===== src/rtl/imod_pkg.sv =====
package imod_pkg;
  localparam int ADDR_PEND = 0;
  localparam int ADDR_MASK = 1;
  localparam int ADDR_CFG0 = 2;
  localparam int NCFG      = 5;   // rxPkt, rxAbs, txPkt, txAbs, throttle
  localparam int CFG_THR   = 4;

  typedef struct packed {
    logic            clrPend;
    logic            wrMask;
    logic [NCFG-1:0] wrCfg;
    logic            rdLoad;
  } imodStrobe_t;
endpackage


===== src/rtl/imod_timer.sv =====
module imod_timer #(
  parameter int TW       = 16,
  parameter bit ABSOLUTE = 1'b0
) (
  input  logic          clk,
  input  logic          rstN,
  input  logic [TW-1:0] cfg,
  input  logic          start,
  input  logic          tick,
  output logic          fire
);
  logic [TW-1:0] cntQ;
  logic          actQ;
  logic          enabled;
  logic          restart;

  assign enabled = (cfg != '0);
  assign restart = start && (!ABSOLUTE || !actQ);
  assign fire    = enabled && actQ && tick && (cntQ == TW'(1)) && !(start && !ABSOLUTE);

  always_ff @(posedge clk) begin
    if (!rstN) begin
      cntQ <= '0;
      actQ <= 1'b0;
    end else if (!enabled) begin
      actQ <= 1'b0;
    end else if (restart) begin
      cntQ <= cfg;
      actQ <= 1'b1;
    end else if (actQ && tick) begin
      actQ <= (cntQ > TW'(1));
      cntQ <= cntQ - TW'(1);
    end
  end
endmodule


===== src/rtl/imod_datapath.sv =====
module imod_datapath import imod_pkg::*; #(
  parameter int NCAUSE      = 8,
  parameter int DW          = 16,
  parameter int AW          = 3,
  parameter int TW          = 16,
  parameter int TICK_CYCLES = 128,
  parameter int RXT_BIT     = 7,
  parameter int TXDW_BIT    = 0
) (
  input  logic              clk,
  input  logic              rstN,
  input  imodStrobe_t       strb,
  input  logic [AW-1:0]     regAddr,
  input  logic [DW-1:0]     regWrData,
  input  logic              postValid,
  input  logic [NCAUSE-1:0] postCause,
  input  logic              rxEvent,
  input  logic              txEvent,
  output logic              tick,
  output logic              want,
  output logic [TW-1:0]     thrCfg,
  output logic [NCAUSE-1:0] pendQ,
  output logic [NCAUSE-1:0] maskQ,
  output logic [DW-1:0]     regRdData,
  output logic              rxWbReq,
  output logic              txWbReq
);
  localparam int PW = (TICK_CYCLES > 2) ? $clog2(TICK_CYCLES) : 1;
  localparam int NTIMER = 4;

  logic [PW-1:0]     preQ;
  logic [TW-1:0]     cfgQ [NCFG];
  logic [NTIMER-1:0] fireVec;
  logic              rxFire, txFire;
  logic [NCAUSE-1:0] setBits;
  logic [DW-1:0]     rdMux;

  // prescaler: one tick per 1024 ns
  assign tick = (preQ == PW'(TICK_CYCLES - 1));
  always_ff @(posedge clk) begin
    if (!rstN)     preQ <= '0;
    else if (tick) preQ <= '0;
    else           preQ <= preQ + PW'(1);
  end

  // configuration registers
  always_ff @(posedge clk) begin
    if (!rstN) begin
      for (int c = 0; c < NCFG; c++) cfgQ[c] <= '0;
      maskQ <= '0;
    end else begin
      for (int c = 0; c < NCFG; c++)
        if (strb.wrCfg[c]) cfgQ[c] <= regWrData[TW-1:0];
      if (strb.wrMask) maskQ <= regWrData[NCAUSE-1:0];
    end
  end
  assign thrCfg = cfgQ[CFG_THR];

  // delay timers: even index = packet, odd index = absolute
  for (genvar t = 0; t < NTIMER; t++) begin : g_timer
    imod_timer #(.TW(TW), .ABSOLUTE(t % 2 == 1)) u_timer (
      .clk  (clk),
      .rstN (rstN),
      .cfg  (cfgQ[t]),
      .start((t < 2) ? rxEvent : txEvent),
      .tick (tick),
      .fire (fireVec[t])
    );
  end
  assign rxFire = fireVec[0] | fireVec[1];
  assign txFire = fireVec[2] | fireVec[3];

  // pending register
  always_comb begin
    setBits = postValid ? postCause : '0;
    setBits[RXT_BIT]  = setBits[RXT_BIT]  | rxFire;
    setBits[TXDW_BIT] = setBits[TXDW_BIT] | txFire;
  end

  always_ff @(posedge clk) begin
    if (!rstN) begin
      pendQ   <= '0;
      rxWbReq <= 1'b0;
      txWbReq <= 1'b0;
    end else begin
      pendQ   <= (strb.clrPend ? '0 : pendQ) | setBits;
      rxWbReq <= rxFire;
      txWbReq <= txFire;
    end
  end
  assign want = |(pendQ & maskQ);

  // read path
  always_comb begin
    rdMux = '0;
    if (int'(regAddr) == ADDR_PEND)      rdMux = DW'(pendQ);
    else if (int'(regAddr) == ADDR_MASK) rdMux = DW'(maskQ);
    else begin
      for (int c = 0; c < NCFG; c++)
        if (int'(regAddr) == ADDR_CFG0 + c) rdMux = DW'(cfgQ[c]);
    end
  end

  always_ff @(posedge clk) begin
    if (!rstN)            regRdData <= '0;
    else if (strb.rdLoad) regRdData <= rdMux;
  end
endmodule


===== src/rtl/imod_control.sv =====
module imod_control import imod_pkg::*; #(
  parameter int AW = 3,
  parameter int TW = 16
) (
  input  logic          clk,
  input  logic          rstN,
  input  logic          regWrEn,
  input  logic          regRdEn,
  input  logic [AW-1:0] regAddr,
  input  logic          postValid,
  input  logic          postNow,
  input  logic          want,
  input  logic          tick,
  input  logic [TW-1:0] thrCfg,
  output imodStrobe_t   strb,
  output logic          irq
);
  logic          thrActQ;
  logic [TW-1:0] thrCntQ;
  logic          nowQ;
  logic          newNow;
  logic          assertGo;

  // register access decode
  always_comb begin
    strb         = '0;
    strb.rdLoad  = regRdEn;
    strb.clrPend = regRdEn && (int'(regAddr) == ADDR_PEND);
    strb.wrMask  = regWrEn && (int'(regAddr) == ADDR_MASK);
    for (int c = 0; c < NCFG; c++)
      strb.wrCfg[c] = regWrEn && (int'(regAddr) == ADDR_CFG0 + c);
  end

  assign newNow   = postValid && postNow;
  assign assertGo = !irq && want && (!thrActQ || nowQ) && !strb.clrPend;

  always_ff @(posedge clk) begin
    if (!rstN) begin
      irq     <= 1'b0;
      thrActQ <= 1'b0;
      thrCntQ <= '0;
      nowQ    <= 1'b0;
    end else begin
      if (strb.clrPend)     irq <= 1'b0;
      else if (irq && !want) irq <= 1'b0;
      else if (assertGo)    irq <= 1'b1;

      if (assertGo) begin
        thrActQ <= (thrCfg != '0);
        thrCntQ <= thrCfg;
      end else if (thrActQ && tick) begin
        thrActQ <= (thrCntQ > TW'(1));
        thrCntQ <= thrCntQ - TW'(1);
      end

      if (assertGo || strb.clrPend) nowQ <= newNow;
      else                          nowQ <= nowQ | newNow;
    end
  end
endmodule


===== src/rtl/nic_irq_moderator.sv =====
module nic_irq_moderator import imod_pkg::*; #(
  parameter int NCAUSE      = 8,
  parameter int DW          = 16,
  parameter int AW          = 3,
  parameter int TW          = 16,
  parameter int TICK_CYCLES = 128,
  parameter int RXT_BIT     = 7,
  parameter int TXDW_BIT    = 0
) (
  input  logic              clk,
  input  logic              rstN,
  input  logic              postValid,
  input  logic [NCAUSE-1:0] postCause,
  input  logic              postNow,
  input  logic              rxEvent,
  input  logic              txEvent,
  input  logic              regWrEn,
  input  logic              regRdEn,
  input  logic [AW-1:0]     regAddr,
  input  logic [DW-1:0]     regWrData,
  output logic [DW-1:0]     regRdData,
  output logic              rxWbReq,
  output logic              txWbReq,
  output logic              irq
);
  imodStrobe_t       strb;
  logic              tick;
  logic              want;
  logic [TW-1:0]     thrCfg;
  logic [NCAUSE-1:0] pendQ;
  logic [NCAUSE-1:0] maskQ;

  imod_control #(.AW(AW), .TW(TW)) u_ctl (
    .clk(clk), .rstN(rstN), .regWrEn(regWrEn), .regRdEn(regRdEn),
    .regAddr(regAddr), .postValid(postValid), .postNow(postNow),
    .want(want), .tick(tick), .thrCfg(thrCfg), .strb(strb), .irq(irq)
  );

  imod_datapath #(
    .NCAUSE(NCAUSE), .DW(DW), .AW(AW), .TW(TW), .TICK_CYCLES(TICK_CYCLES),
    .RXT_BIT(RXT_BIT), .TXDW_BIT(TXDW_BIT)
  ) u_dp (
    .clk(clk), .rstN(rstN), .strb(strb), .regAddr(regAddr),
    .regWrData(regWrData), .postValid(postValid), .postCause(postCause),
    .rxEvent(rxEvent), .txEvent(txEvent), .tick(tick), .want(want),
    .thrCfg(thrCfg), .pendQ(pendQ), .maskQ(maskQ), .regRdData(regRdData),
    .rxWbReq(rxWbReq), .txWbReq(txWbReq)
  );
endmodule


===== config.mk =====
export PLATFORM = sky130hd
export DESIGN_NAME = nic_irq_moderator
export DESIGN_NICKNAME = d
export VERILOG_FILES = /design/src/rtl/imod_pkg.sv /design/src/rtl/imod_timer.sv /design/src/rtl/imod_datapath.sv /design/src/rtl/imod_control.sv /design/src/rtl/nic_irq_moderator.sv
export SDC_FILE = /design/constraint.sdc
export NUM_CORES = 1
export LEC_CHECK = 0
export ABC_AREA = 1
export CAP_MARGIN = 25
export CORE_ASPECT_RATIO = 1.5
export CORE_MARGIN = 1.5
export CORE_UTILIZATION = 30
export CTS_CLUSTER_DIAMETER = 100
export DETAILED_ROUTE_END_ITERATION = 8
export DONT_BUFFER_PORTS = 1
export GPL_TIMING_DRIVEN = 0
export RECOVER_POWER = 50
export SETUP_SLACK_MARGIN = 0.1
export SYNTH_ARGS = -nofsm -noshare
export SYNTH_HDL_FRONTEND = slang
export SYNTH_SLANG_ARGS = --single-unit

===== constraint.sdc =====
create_clock -name clk -period 2.4 [get_ports clk]
set_input_delay 0.24 -clock clk [delete_from_list [all_inputs] [get_ports clk]]
set_output_delay 0.24 -clock clk [all_outputs]
set_load 0.005 [all_outputs]

**Yosys cells after proc, flatten, opt, wreduce, memory -nomap -nowiden**

Memories as Yosys holds them, arrays and structs flattened.
Cells that the tools add are included.

- Flip-flop bits (word level): 128
- Memory bits (writable): 80
- Bits of input ports: 35
- Output and inout bits: 19
- Memories kept: 1

- $add $sub $neg: 6
- $lt $le $gt $ge: 5
- Equal/unequal tests: 11
- Muxes and demuxes: 51
- Bitwise gates (word level): 13
- Reduce and logical (&&, ||, !) cells: 65

Memories:

| memory | depth | width | rd ports | clocked after memory_dff | wr ports | RTL line | text |
|---|---|---|---|---|---|---|---|
| u_dp.cfgQ | 5 | 16 | 5 | 0 | 5 | imod_datapath.sv:32 | `logic [TW-1:0] cfgQ [NCFG];` |

Operator list:

| operator | number |
|---|---|
| two-way mux 16 bit | 22 |
| > comparator 16 x 1 -> 1 bit, second input constant | 5 |
| nonzero test 16 bit | 5 |
| subtractor 16 x 1 -> 16 bit, second input constant | 5 |
| == test 16 x 1 -> 1 bit, second input constant | 4 |
| logical AND 1 bit | 33 |
| two-way mux 1 bit | 27 |
| two-way mux 8 bit | 2 |
| AND reduction 2 bit | 8 |
| == test 3 bit, second input constant | 4 |
| OR 1 bit | 10 |
| nonzero test 2 bit | 5 |
| bitwise AND 8 bit | 1 |
| logical NOT 1 bit | 8 |
| OR 8 bit | 1 |
| OR reduction 8 bit | 1 |
| adder 7 x 1 -> 7 bit, second input constant | 1 |
| == test 7 bit, second input constant | 1 |
| == test 3 x 2 -> 1 bit, second input constant | 2 |
| logical NOT 3 bit | 1 |
| OR reduction 3 bit | 1 |
| logical OR 1 bit | 2 |
| OR reduction 2 bit | 1 |
| NOT 1 bit | 1 |

**Longest topological paths before layout**

Gate-level depths: netlist (run 1).

- Depth in word-level cells: 8
- Mapped depth: 12
- Gate-level depth less buffers: 12

**Modules after synthesis**

A second synthesis (run 1) with hierarchy kept.

- Cell total of the unflattened synthesis: 1,660
- Area total of the unflattened synthesis: 11,702.5 um2

By module, submodules not included:

| module | times used | cells each | area an instance (um2) | sequential area each (um2) |
|---|---|---|---|---|
| imod_datapath | 1 | 500 | 5,001.0 | 3,223.1 |
| imod_timer (u_dp.g_timer[0].u_timer ...) | 2 | 230 | 1,321.3 | 340.3 |
| imod_timer (u_dp.g_timer[1].u_timer ...) | 2 | 229 | 1,286.2 | 340.3 |
| imod_control | 1 | 242 | 1,486.4 | 380.4 |

**Worst setup path before layout (run 1)**

Ideal clock, no wire load.

- Kind: in2reg
- Start: in regAddr[1]
- End: mem u_dp.cfgQ[3][0], in the netlist u_dp.cfgQ[0][48] (enable)
- Library setup time: 0.411 ns
- Arrival: 2.018 ns
- Required time: 1.989 ns
- Setup slack: -0.029 ns
- Stages: 5
- Path buffers: 2
- Cells stage by stage: buf_6 -> nor2_1 -> nand2_2 -> clkbuf_1 -> o21ai_0

RTL lines:

| element | RTL line | text |
|---|---|---|
| start: declaration | nic_irq_moderator.sv:19 | `input logic [AW-1:0] regAddr,` |
| end: declaration | imod_datapath.sv:32 |  |

**Worst setup path after layout (run 1)**

- Start: reg u_dp.preQ[0]
- End: reg u_dp.g_timer[3].u_timer.cntQ[13]

- Cells in the longest elaborated chain, start to end: 4

Ends and longest elaborated chain:

| element | RTL line | text |
|---|---|---|
| start: declaration | imod_datapath.sv:31 | `logic [PW-1:0] preQ;` |
| start signal: assignment | imod_datapath.sv:43 | `else preQ <= preQ + PW'(1);` |
| == test 7 bit | imod_datapath.sv:39 | `assign tick = (preQ == PW'(TICK_CYCLES - 1));` |
| logical AND 1 bit | imod_timer.sv:30 | `end else if (actQ && tick) begin` |
| nonzero test 2 bit (no line) | -- |  |
| AND reduction 2 bit (no line) | -- |  |
| end signal: assignment | imod_timer.sv:28 | `cntQ <= cfg;` |
| end signal: assignment | imod_timer.sv:32 | `cntQ <= cntQ - TW'(1);` |
| end: declaration | imod_timer.sv:12 | `logic [TW-1:0] cntQ;` |

Every way passes these cells.
A chain may end at the register's enable or synchronous reset.

==> results of run 1 <==
[placed cells by master (no fill, tap or decap), types with 8 or more instances in the layout]
cell	synthesis	layout
nand2_1	378	379
nor2_1	269	270
inv_1	141	143
nand3_1	135	135
dfxtp_1	128	128
o21ai_0	123	126
a21oi_1	100	100
edfxtp_1	80	80
clkbuf_1	25	34
clkbuf_16	0	21
nand4_1	20	20
buf_2	16	16
dlygate4sd3_1	0	16
xor2_1	11	11
o211ai_1	11	11
ha_1	11	11
inv_2	12	10
a21boi_0	7	10
nand2_2	10	9
a22oi_1	8	8
[worst max path at each step]
stage                       startpoint                                to  slack [ns]
final                     u_dp.preQ[0]  u_dp.g_timer[3].u_timer.cntQ[13]        0.31
after global routing        regAddr[1]                  u_dp.cfgQ[0][21]        0.16
after CTS                 u_dp.preQ[0]  u_dp.g_timer[3].u_timer.cntQ[13]        0.43
after detailed placement          rstN                  u_dp.cfgQ[0][15]        0.05
after global placement      regAddr[2]                  u_dp.cfgQ[0][39]       -0.48
after floorplan             regAddr[2]                  u_dp.cfgQ[0][32]        0.10
[final cells by class]
class                   count  area, um2
clock buffers              28        576
flip-flops and latches    208       4960
inverters                 156        587
plain buffers              55        288
clock inverters             8       52.6
fillers                  3891      24200
multi-input cells        1152       5400
repair buffers             23        193
well taps                 484        606
[per-stage QoR]
step	setup TNS [ns]	std cells	instance area (um2)	worst slack, ns
finish	0	2114	12700	0.308
floorplan	0	1571	11300	0.104
CTS	0	2111	12700	0.428
detailed placement	0	2059	11900	0.0544
global placement	-13.86	2055	11900	-0.479
global route	0	2114	12700	0.160
[power by group]
part	internal, W	switching, W	total [W]
combinational	0.000560	0.00115	0.00171
clock	0.00170	0.00145	0.00314
sequential	0.00394	0.000250	0.00419
total	0.00620	0.00285	0.00904
[registers in the layout (all words and copies together), names as in the netlist]
signal                     cells
u_dp.regRdData                16
u_dp.g_timer.u_timer.cntQ     64
u_dp.pendQ                     8
u_dp.preQ                      7
u_dp.cfgQ                     80
u_ctl.thrActQ                  1
u_dp.rxWbReq                   1
u_ctl.nowQ                     1
u_dp.g_timer.u_timer.actQ      4
u_ctl.thrCntQ                 16
u_dp.txWbReq                   1
u_ctl.irq                      1
u_dp.maskQ                     8
[routing by layer]
metal / wire, um / vias up / share of wire / global-route usage
li1: - / 5232 / - / -
met1: 14500 / 4993 / 0.39 / 0.215
met2: 19300 / 376 / 0.51 / 0.358
met3: 1990 / 92 / 0.053 / 0.0236
met4: 1770 / 0 / 0.047 / 0.0968
met5: 0 / - / 0 / 0
[tightest hold or removal path: cells and delay by family]
kind               cells  cell delay [ns]
AOI/OAI and AO/OA      1             0.06
and+or+nand+nor        2             0.21
[cells by family (layout without fill, tap and decap cells)]
kind of cell | count (synthesis) | after routing | share of synthesized area
AO/OA/AOI/OAI | 276 | 276 | 0.134
AND/OR/NAND/NOR | 847 | 847 | 0.321
XOR/XNOR | 17 | 17 | 0.0132
flip-flops | 208 | 208 | 0.441
adder cells (fa/ha/maj) | 11 | 11 | 0.0122
multiplexers | 1 | 1 | 0.000890
buffers and inverters | 211 | 270 | 0.0783
[timing repair]
action,CTS,global route
hold endpoints to repair,16,0
setup buffers,0,0
gates resized for setup,0,0
hold buffers,16,0
==> impl_metrics.py, run 1 <==
metrics = {
    "setup_path": {
        "reg2reg_to": "u_dp.g_timer[3].u_timer.cntQ[13]",
        "worstPathCellList": "ha_1 > nand2_1 > nor2_4 > nand2_4 > inv_1 > nand2_1 > nand2_2 > nand2_4 > buf_2 > nor2_1 > a21oi_1",
        "critPathBufInv": 2,
        "crit_family": "simple AND/OR/NAND/NOR gates",
        "worst_ep_arrival_time_ns": 2.50,
        "r2r_setup_slack_ns": 0.31,
        "r2r_start": "u_dp.preQ[0]",
        "required_ns": 2.81,
        "crit_fanout": 10,
        "crit_type": "flop to flop",
        "max_stage_delay_ns": 0.36,
        "crit_path_end_kind": "flop",
        "cp.depth": 11,
        "r2r_cells": 11,
        "crit_path_start_kind": "flop",
        "cp_slowest_cell": "dfxtp_1",
    },
    "logic_synthesis": {
        "netlist_area_mm2": 0.0113,
        "ys_ff_latch": 208,
        "synth-async-reset-ratio": 0,
        "syn-num-nets": 1617,
        "ys_top_cells_by_count": "378 x nand2_1, 269 x nor2_1, 141 x inv_1",
        "synthCells": 1571,
        "yosys_warnings": 0,
        "synth_edf_count": 80,
        "seq_area_frac_synth": 0.441,
        "synthFlopType": "dfxtp_1",
        "yosys.area.top_type_share": 0.228,
        "yosysTopAreaCell": "dfxtp_1",
        "synth_most_common_cell": "nand2_1",
        "synth.avg_cell_area_um2": 7.16,
        "synthTopCellsByArea": "dfxtp_1 23%, edfxtp_1 21%, nand2_1 13%",
        "synthDistinctLibCells": 45,
    },
    "timing": {
        "rsz0062_at_grt": "no",
        "finalCritPeriodShare": 0.872,
        "relSlewSlack": 0.284,
        "finalClockSkew_ns": 0.0103,
        "tightest_slew_ns": 1.06,
        "drv_slew": 0,
        "setup_viol": 0,
        "layout_min_cycle_time_ns": 2.09,
        "holdWs_ns": 0.0407,
        "fmax_mhz": 478,
        "timing.final.hold_violations": 0,
    },
    "cts": {
        "cts-buffers-inserted": 21,
        "cts_tree": "built",
        "clk_root_buffer_cell": "clkbuf_16",
        "cts_buffer_depth": 3,
        "clock_latency_ns": 0.52,
        "path_clk_slew_ns": 0.07,
        "htree_levels": 1,
        "cts.sinks": 208,
    },
    "route": {
        "antenna_left": 0,
        "first_pass_iters": 6,
        "drt-wirelength-per-cell_um": 17.7,
        "drc": 0,
        "finalWirelength_um": 37500,
        "drt_iter0_markers": 810,
        "via_count": 10693,
        "viasPerCell": 5.06,
    },
    "floorplan": {
        "die_area_mm2": 0.0387,
        "start_util": 0.305,
        "core_area_mm2": 0.0369,
        "die_h_um": 240,
        "die_w_um": 161,
        "ios": 54,
        "rows": 86,
    },
    "final_layout": {
        "drive_gt1_frac": 0.0632,
        "syn2layout_area_growth_pct": 12.5,
        "num-nets-final": 1663,
        "fin_util": 0.343,
        "n_antenna_cell": 0,
    },
    "worst_hold_path": {
        "min_path_type": "input pin to flop",
        "hold_start": "rxEvent",
        "holdPathEnd": "u_dp.g_timer[0].u_timer.cntQ[10]",
        "whs_path_depth": 3,
    },
    "global_route": {
        "grt_pass1_vias": 10308,
        "grt_remaining_overflow": 0,
        "grt_antenna_before_repair": 0,
        "grt_start_max_net_pins": 17,
        "grt_pass1_wl_um": 57400,
        "grt_usage": 0.193,
    },
    "power": {
        "power.density_mw_per_mm2": 714,
        "leakage_nw": 5.33,
        "total_power_w": 0.00904,
        "irDropWorstVdd_v": 0.000640,
    },
    "place": {
        "portBuffers": 0,
        "dpl.hpwl_um": 28700,
        "gp_congestion": 0.926,
    },
    "status": {
        "status": "finished, final reports clean",
    },
    "job": {
        "maxCapViolCount": 0,
    },
}
Note: power is estimated with default switching activity, not from simulation.
==> inputs of run 2 (changes only) <==
Settings changed: SYNTH_HIERARCHICAL from default to 1.
==> run 2 against run 1 <==
Against the previous run:
- power grew 8.5%
- sequential power grew 1%
- die area grew 3.9%
- worst setup slack lost 0.060 ns
- first-iteration DRC count shrank 2.7%
- count of clock-buffer cells in the layout grew 1
==> impl_metrics.py, run 2 <==
metrics = {
    "status": {
        "status": "finished, final reports clean",
    },
    "cts": {
        "path_clk_slew_ns": 0.07,
        "cts-buffers-inserted": 22,
        "cts.sinks": 208,
        "htree_levels": 1,
        "cts_buffer_depth": 3,
        "clock_latency_ns": 0.54,
        "cts_tree": "built",
        "clk_root_buffer_cell": "clkbuf_16",
    },
    "route": {
        "met1_length_um": 13500,
        "top_layer": "met4",
        "finalWirelength_um": 37000,
        "first_pass_iters": 5,
        "viasPerCell": 4.91,
        "drt-wirelength-per-cell_um": 16.6,
        "met2WireLength_um": 19600,
        "drc": 0,
        "via_count": 10925,
        "drt_iter0_markers": 788,
        "dr_wl_met3_um": 1560,
        "antenna_left": 0,
    },
    "final_layout": {
        "n_antenna_cell": 0,
        "largest-register": "u_dp/cfgQ",
        "fin_util": 0.350,
        "layout_commonest_cell": "nand2_1",
        "layout_common_cells": "427 x nand2_1, 296 x nor2_1, 160 x inv_1, 126 x nand3_1, 126 x dfxtp_1",
        "largest_reg_flops": 80,
        "num-nets-final": 1760,
        "n_fill_cell": 4053,
        "reg.largest.list": "u_dp/cfgQ (80), u_dp/g_timer.u_timer/cntQ (64)",
        "drive_gt1_frac": 0.117,
        "final_cell_area_mm2": 0.0135,
        "syn2layout_area_growth_pct": 15.0,
    },
    "logic_synthesis": {
        "seq_area_frac_synth": 0.424,
        "synth_top_family_by_area": "simple AND/OR/NAND/NOR gates",
        "ys_top_cells_by_count": "427 x nand2_1, 300 x nor2_1, 161 x inv_1",
        "yosys.area.top_type_share": 0.219,
        "synth_edf_count": 80,
        "synthAdderAreaFrac": 0.0118,
        "synth_most_common_cell": "nand2_1",
        "synth_compound_area_frac": 0.108,
        "synthTopCellsByArea": "dfxtp_1 22%, edfxtp_1 21%, nand2_1 14%",
        "ys_ff_latch": 208,
        "synthCells": 1660,
        "muxShareOfSynthArea": 0,
        "yosysTopAreaCell": "dfxtp_1",
        "synthFlopType": "dfxtp_1",
        "netlist_area_mm2": 0.0117,
        "synthDistinctLibCells": 42,
        "syn-num-nets": 1706,
        "synth_xor_area_frac": 0.00599,
        "synth.avg_cell_area_um2": 7.05,
        "yosys.area_share.simple": 0.357,
        "yosys_warnings": 6,
        "synth-async-reset-ratio": 0,
    },
    "global_route": {
        "grt_start_max_net_pins": 28,
        "grt_antenna_before_repair": 0,
        "grt_remaining_overflow": 0,
        "grt_pass1_vias": 10392,
        "grt_usage": 0.181,
        "grt_pass1_wl_um": 56100,
    },
    "worst_hold_path": {
        "whs_path_depth": 2,
        "min_path_type": "input pin to flop",
    },
    "setup_path": {
        "r2r_cells": 13,
        "crit_path_start_kind": "flop",
        "crit_family": "simple AND/OR/NAND/NOR gates",
        "crit_fanout": 6,
        "worst_ep_arrival_time_ns": 2.64,
        "crit_path_end_kind": "flop",
        "crit_type": "flop to flop",
        "cp_slowest_cell": "dfxtp_2",
        "cp.depth": 13,
        "max_stage_delay_ns": 0.35,
        "required_ns": 2.89,
        "worstPathCellList": "ha_4 > nand2_1 > inv_2 > nand4_1 > nor2_4 > buf_8 > nand4_1 > nor3_2 > nand2_1 > a21oi_2 > nor2_2 > a31o_2 > inv_1",
        "critPathBufInv": 3,
    },
    "place": {
        "gp_congestion": 0.960,
        "portBuffers": 0,
        "dpl.hpwl_um": 28000,
        "place_area_mm2": 0.0123,
    },
    "floorplan": {
        "ios": 54,
        "die_area_mm2": 0.0402,
        "rows": 88,
        "core_area_mm2": 0.0384,
        "start_util": 0.305,
        "die_w_um": 164,
        "die_h_um": 245,
    },
    "power": {
        "power.density_mw_per_mm2": 729,
        "swShare": 0.303,
        "power.switching_w": 0.00298,
        "p_int_w": 0.00683,
        "leakage_nw": 5.69,
        "irDropWorstVdd_v": 0.000614,
        "combinationalPowerShare": 0.184,
        "total_power_w": 0.00981,
        "seq_power_share": 0.432,
        "pwr-share-clk": 0.384,
    },
    "timing": {
        "rsz0062_at_grt": "yes",
        "drv_slew": 0,
        "finalClockSkew_ns": 0.0299,
        "timing.final.hold_violations": 0,
        "tightest_slew_ns": 1.29,
        "relSlewSlack": 0.129,
        "fin_tns_setup_ns": 0,
        "layout_min_cycle_time_ns": 2.15,
        "finalCritPeriodShare": 0.896,
        "setup_viol": 0,
        "fmax_mhz": 465,
    },
    "job": {
        "maxCapViolCount": 0,
    },
}
-- run 2: final timing paths --
kind / from / slack [ns] / to
worst min-delay path: rstN / 0.01 / u_dp/g_timer[3].u_timer/cntQ[12]
worst max-delay path: u_dp/preQ[0] / 0.25 / u_dp/pendQ[7]
worst max register to register: u_dp/preQ[0] / 0.25 / u_dp/pendQ[7]
worst min register to register: u_dp/g_timer[1].u_timer/cntQ[15] / 0.48 / u_dp/g_timer[1].u_timer/cntQ[15]
-- run 2: final cells by class --
cell class | instances | area [um2] | share of cell area
Buffer | 61 | 403 | 0.0299
Clock buffer | 29 | 618 | 0.0459
Clock inverter | 11 | 171 | 0.0127
Inverter | 181 | 682 | 0.0507
Multi-Input combinational cell | 1210 | 5690 | 0.423
Sequential cell | 208 | 4970 | 0.369
Tap cell | 495 | 619 | 0.0460
Timing Repair Buffer | 30 | 303 | 0.0225
-- run 2: kinds of logic (layout without fill, tap and decap cells) --
logic type               count (synthesis)  after routing
buffers and inverters                  242            312
adder cells (fa/ha/maj)                 11             11
XOR/XNOR                                 8              8
AND/OR/NAND/NOR                        961            961
flip-flops                             208            208
AO/OA/AOI/OAI                          230            230
-- run 2: power groups by stage --
stage / Sequential, W / Clock (W) / Combinational [W]
after global placement: 0.00430 / 0 / 0.00172
final: 0.00423 / 0.00376 / 0.00181
after global routing: 0.00426 / 0.00395 / 0.00203
after CTS: 0.00423 / 0.00384 / 0.00180
after floorplan: 0.00418 / 0 / 0.00137
after detailed placement: 0.00430 / 0 / 0.00174
-- run 2: worst reg2reg max path: cells and delay by family (launching register included) --
kind | cells | cell delay, ns
simple gates | 7 | 0.97
buf+inv | 3 | 0.27
fa+ha+maj | 1 | 0.14
compound gates | 2 | 0.39
flops | 1 | 0.35
-- run 2: what timing repair did --
item                                   4_1_cts  5_1_grt
hold buffers                                24        0
gates resized for setup                      4        9
pin swaps                                    1        8
setup buffers                                1        4
setup endpoints to repair                   15        8
endpoints found under the hold margin       48        0
-- run 2: through the flow --
| step | hold slack, ns | worst slack (ns) | instances |
|---|---|---|---|
| final | 0.0123 | 0.248 | 2225 |
| after global routing | 0.0184 | 0.0815 | 2225 |
| after CTS | 0.0000435 | 0.102 | 2221 |
| after detailed placement | 0.394 | -0.387 | 2156 |
| after global placement | 0.389 | -1.09 | 2155 |
| after floorplan | 0.360 | 0.369 | 1660 |
-- run 2: per-layer routing --
metal,GRT usage,vias to the layer above
met1,0.183,5054
li1,-,5452
met3,0.0223,114
met4,0.111,0
met5,0,-
met2,0.346,305
==> inputs of run 3 (changes only) <==
Settings changed: CORE_UTILIZATION 30 to 58, PLACE_DENSITY from default to 0.76.
==> run 3 against run 2 <==
Against the previous run:
- count of clock-buffer cells in the layout rose by 4
- non-clock buffer count fell by 5
- power fell by 2.6%
- core utilization is 31 points higher
- clock power decreased by 6.1%
- via count up 2.0%
- largest cell class unchanged
- largest power group unchanged
- highest routed layer unchanged
==> impl_metrics.py, run 3 (same netlist as run 2, synthesis figures left out) <==
metrics = {
    "cts": {
        "path_clk_slew_ns": 0.06,
        "htree_levels": 1,
        "cts-buffers-inserted": 22,
        "clock_latency_ns": 0.51,
        "cts_buffer_depth": 3,
        "cts.sinks": 208,
        "cts_tree": "built",
        "clk_root_buffer_cell": "clkbuf_16",
    },
    "place": {
        "place_inst": 1920,
        "dpl.hpwl_um": 24700,
        "portBuffers": 0,
        "gp_congestion": 0.992,
        "place_area_mm2": 0.0120,
    },
    "setup_path": {
        "crit_path_start_kind": "flop",
        "crit_type": "flop to flop",
        "worst_ep_arrival_time_ns": 2.67,
        "crit_fanout": 6,
        "required_ns": 2.86,
        "crit_path_end_kind": "flop",
    },
    "power": {
        "irDropWorstVdd_v": 0.000626,
        "leakage_nw": 5.65,
        "combinationalPowerShare": 0.187,
        "pwr-share-clk": 0.370,
        "swShare": 0.299,
        "power.switching_w": 0.00285,
        "power.density_mw_per_mm2": 731,
        "seq_power_share": 0.444,
        "p_int_w": 0.00670,
        "total_power_w": 0.00955,
    },
    "route": {
        "drt-wirelength-per-cell_um": 17.3,
        "drt_iter0_markers": 1195,
        "drc": 0,
        "finalWirelength_um": 34300,
        "antenna_left": 0,
        "viasPerCell": 5.61,
        "via_count": 11144,
        "first_pass_iters": 7,
    },
    "status": {
        "status": "finished, final reports clean",
    },
    "floorplan": {
        "die_area_mm2": 0.0211,
        "start_util": 0.591,
        "core_area_mm2": 0.0198,
        "rows": 63,
        "ios": 54,
        "die_w_um": 119,
        "die_h_um": 177,
    },
    "global_route": {
        "grt_pass1_vias": 10480,
        "grt_pass1_wl_um": 52900,
        "grt_usage": 0.317,
        "grt_antenna_before_repair": 0,
        "grt_start_max_net_pins": 28,
        "grt_remaining_overflow": 0,
    },
    "timing": {
        "relSlewSlack": 0.148,
        "setup_viol": 0,
        "tightest_slew_ns": 1.26,
        "layout_min_cycle_time_ns": 2.22,
        "timing.final.hold_violations": 0,
        "drv_slew": 0,
        "finalCritPeriodShare": 0.924,
        "fmax_mhz": 451,
        "finalClockSkew_ns": 0.0107,
        "rsz0062_at_grt": "yes",
    },
    "final_layout": {
        "n_antenna_cell": 0,
        "layout_common_cells": "428 x nand2_1, 297 x nor2_1, 160 x inv_1, 126 x nand3_1, 126 x dfxtp_1",
        "layout_commonest_cell": "nand2_1",
        "final_cells": 1985,
        "largest_reg_flops": 80,
        "final_cell_area_mm2": 0.0131,
        "syn2layout_area_growth_pct": 11.7,
        "num-nets-final": 1755,
        "drive_gt1_frac": 0.114,
        "reg.largest.list": "u_dp/cfgQ (80), u_dp/g_timer.u_timer/cntQ (64)",
        "largest-register": "u_dp/cfgQ",
    },
    "job": {
        "maxCapViolCount": 0,
    },
    "worst_hold_path": {
        "min_path_type": "input pin to flop",
    },
}
run 3: changes by cell type in the layout (fill, tap and decap cells not counted), sizes merged:
cell and delta:
bufinv -2, clkbuf +4, buf +1, clkinv -2
dlygate4sd3 -6
run 3: worst paths after layout:
| kind | from | endpoint | slack, ns | depth (start not counted) |
|---|---|---|---|---|
| min | txEvent | u_dp/g_timer[3].u_timer/actQ | 0.009 | 4 |
| max reg2reg | u_dp/preQ[0] | u_dp/pendQ[7] | 0.18 | 13 |
| min reg2reg | u_dp/g_timer[2].u_timer/cntQ[15] | u_dp/g_timer[2].u_timer/cntQ[15] | 0.48 | 2 |
| max | u_dp/preQ[0] | u_dp/pendQ[7] | 0.18 | 13 |
run 3: power by group through the flow:
stage	combinational [W]	clock, W	sequential, W
4_1_cts	0.00175	0.00357	0.00423
3_3_place_gp	0.00166	0	0.00429
5_1_grt	0.00200	0.00373	0.00426
6_report	0.00178	0.00353	0.00424
2_1_floorplan	0.00137	0	0.00418
3_5_place_dp	0.00170	0	0.00430
run 3: cell type report:
class	instances	area [um2]
sequential	208	4970
multi-input combinational	1210	5690
timing repair buffer	25	250
clock inverter	7	86.3
tap	260	325
inverter	181	682
clock buffer	33	664
fill	1731	6720
buffer	61	403
run 3: per-layer routing:
metal,global-route usage,part of all wire,routed length [um],vias to the layer above
li1,-,-,-,5438
met1,0.364,0.38,13100,5129
met2,0.575,0.50,17100,466
met3,0.0464,0.070,2400,111
met4,0.156,0.049,1670,0
met5,0,0,0,-
run 3: timing repair:
item / CTS / global route
resized for setup: 2 / 13
hold buffers: 18 / 0
setup buffers: 3 / 4
pin swaps: 1 / 6
endpoints found under the setup margin: 88 / 14
hold endpoints to repair: 44 / 0
run 3: stage by stage:
stage               hold slack (ns)  setup slack (ns)  setup TNS (ns)   util
global route                 0.0125            0.0738               0  0.661
finish                      0.00855             0.182               0  0.661
detailed placement            0.376            -0.432           -5.20  0.608
global placement              0.373            -0.793          -37.26  0.608
CTS                        0.000876            0.0845               0  0.657
floorplan                     0.360             0.369               0      -
run 3: worst max-delay path, stage by stage (launching register included):
cell and delay, ns:
dfxtp_2 0.35, ha_4 0.13, nand2_1 0.06, inv_2 0.08
nand4_1 0.18, nor2_4 0.17, buf_8 0.16, nand4_1 0.10
nor2_1 0.14, nand3_1 0.11, nor2_1 0.25, nor2_1 0.15
a31o_2 0.25, inv_1 0.05
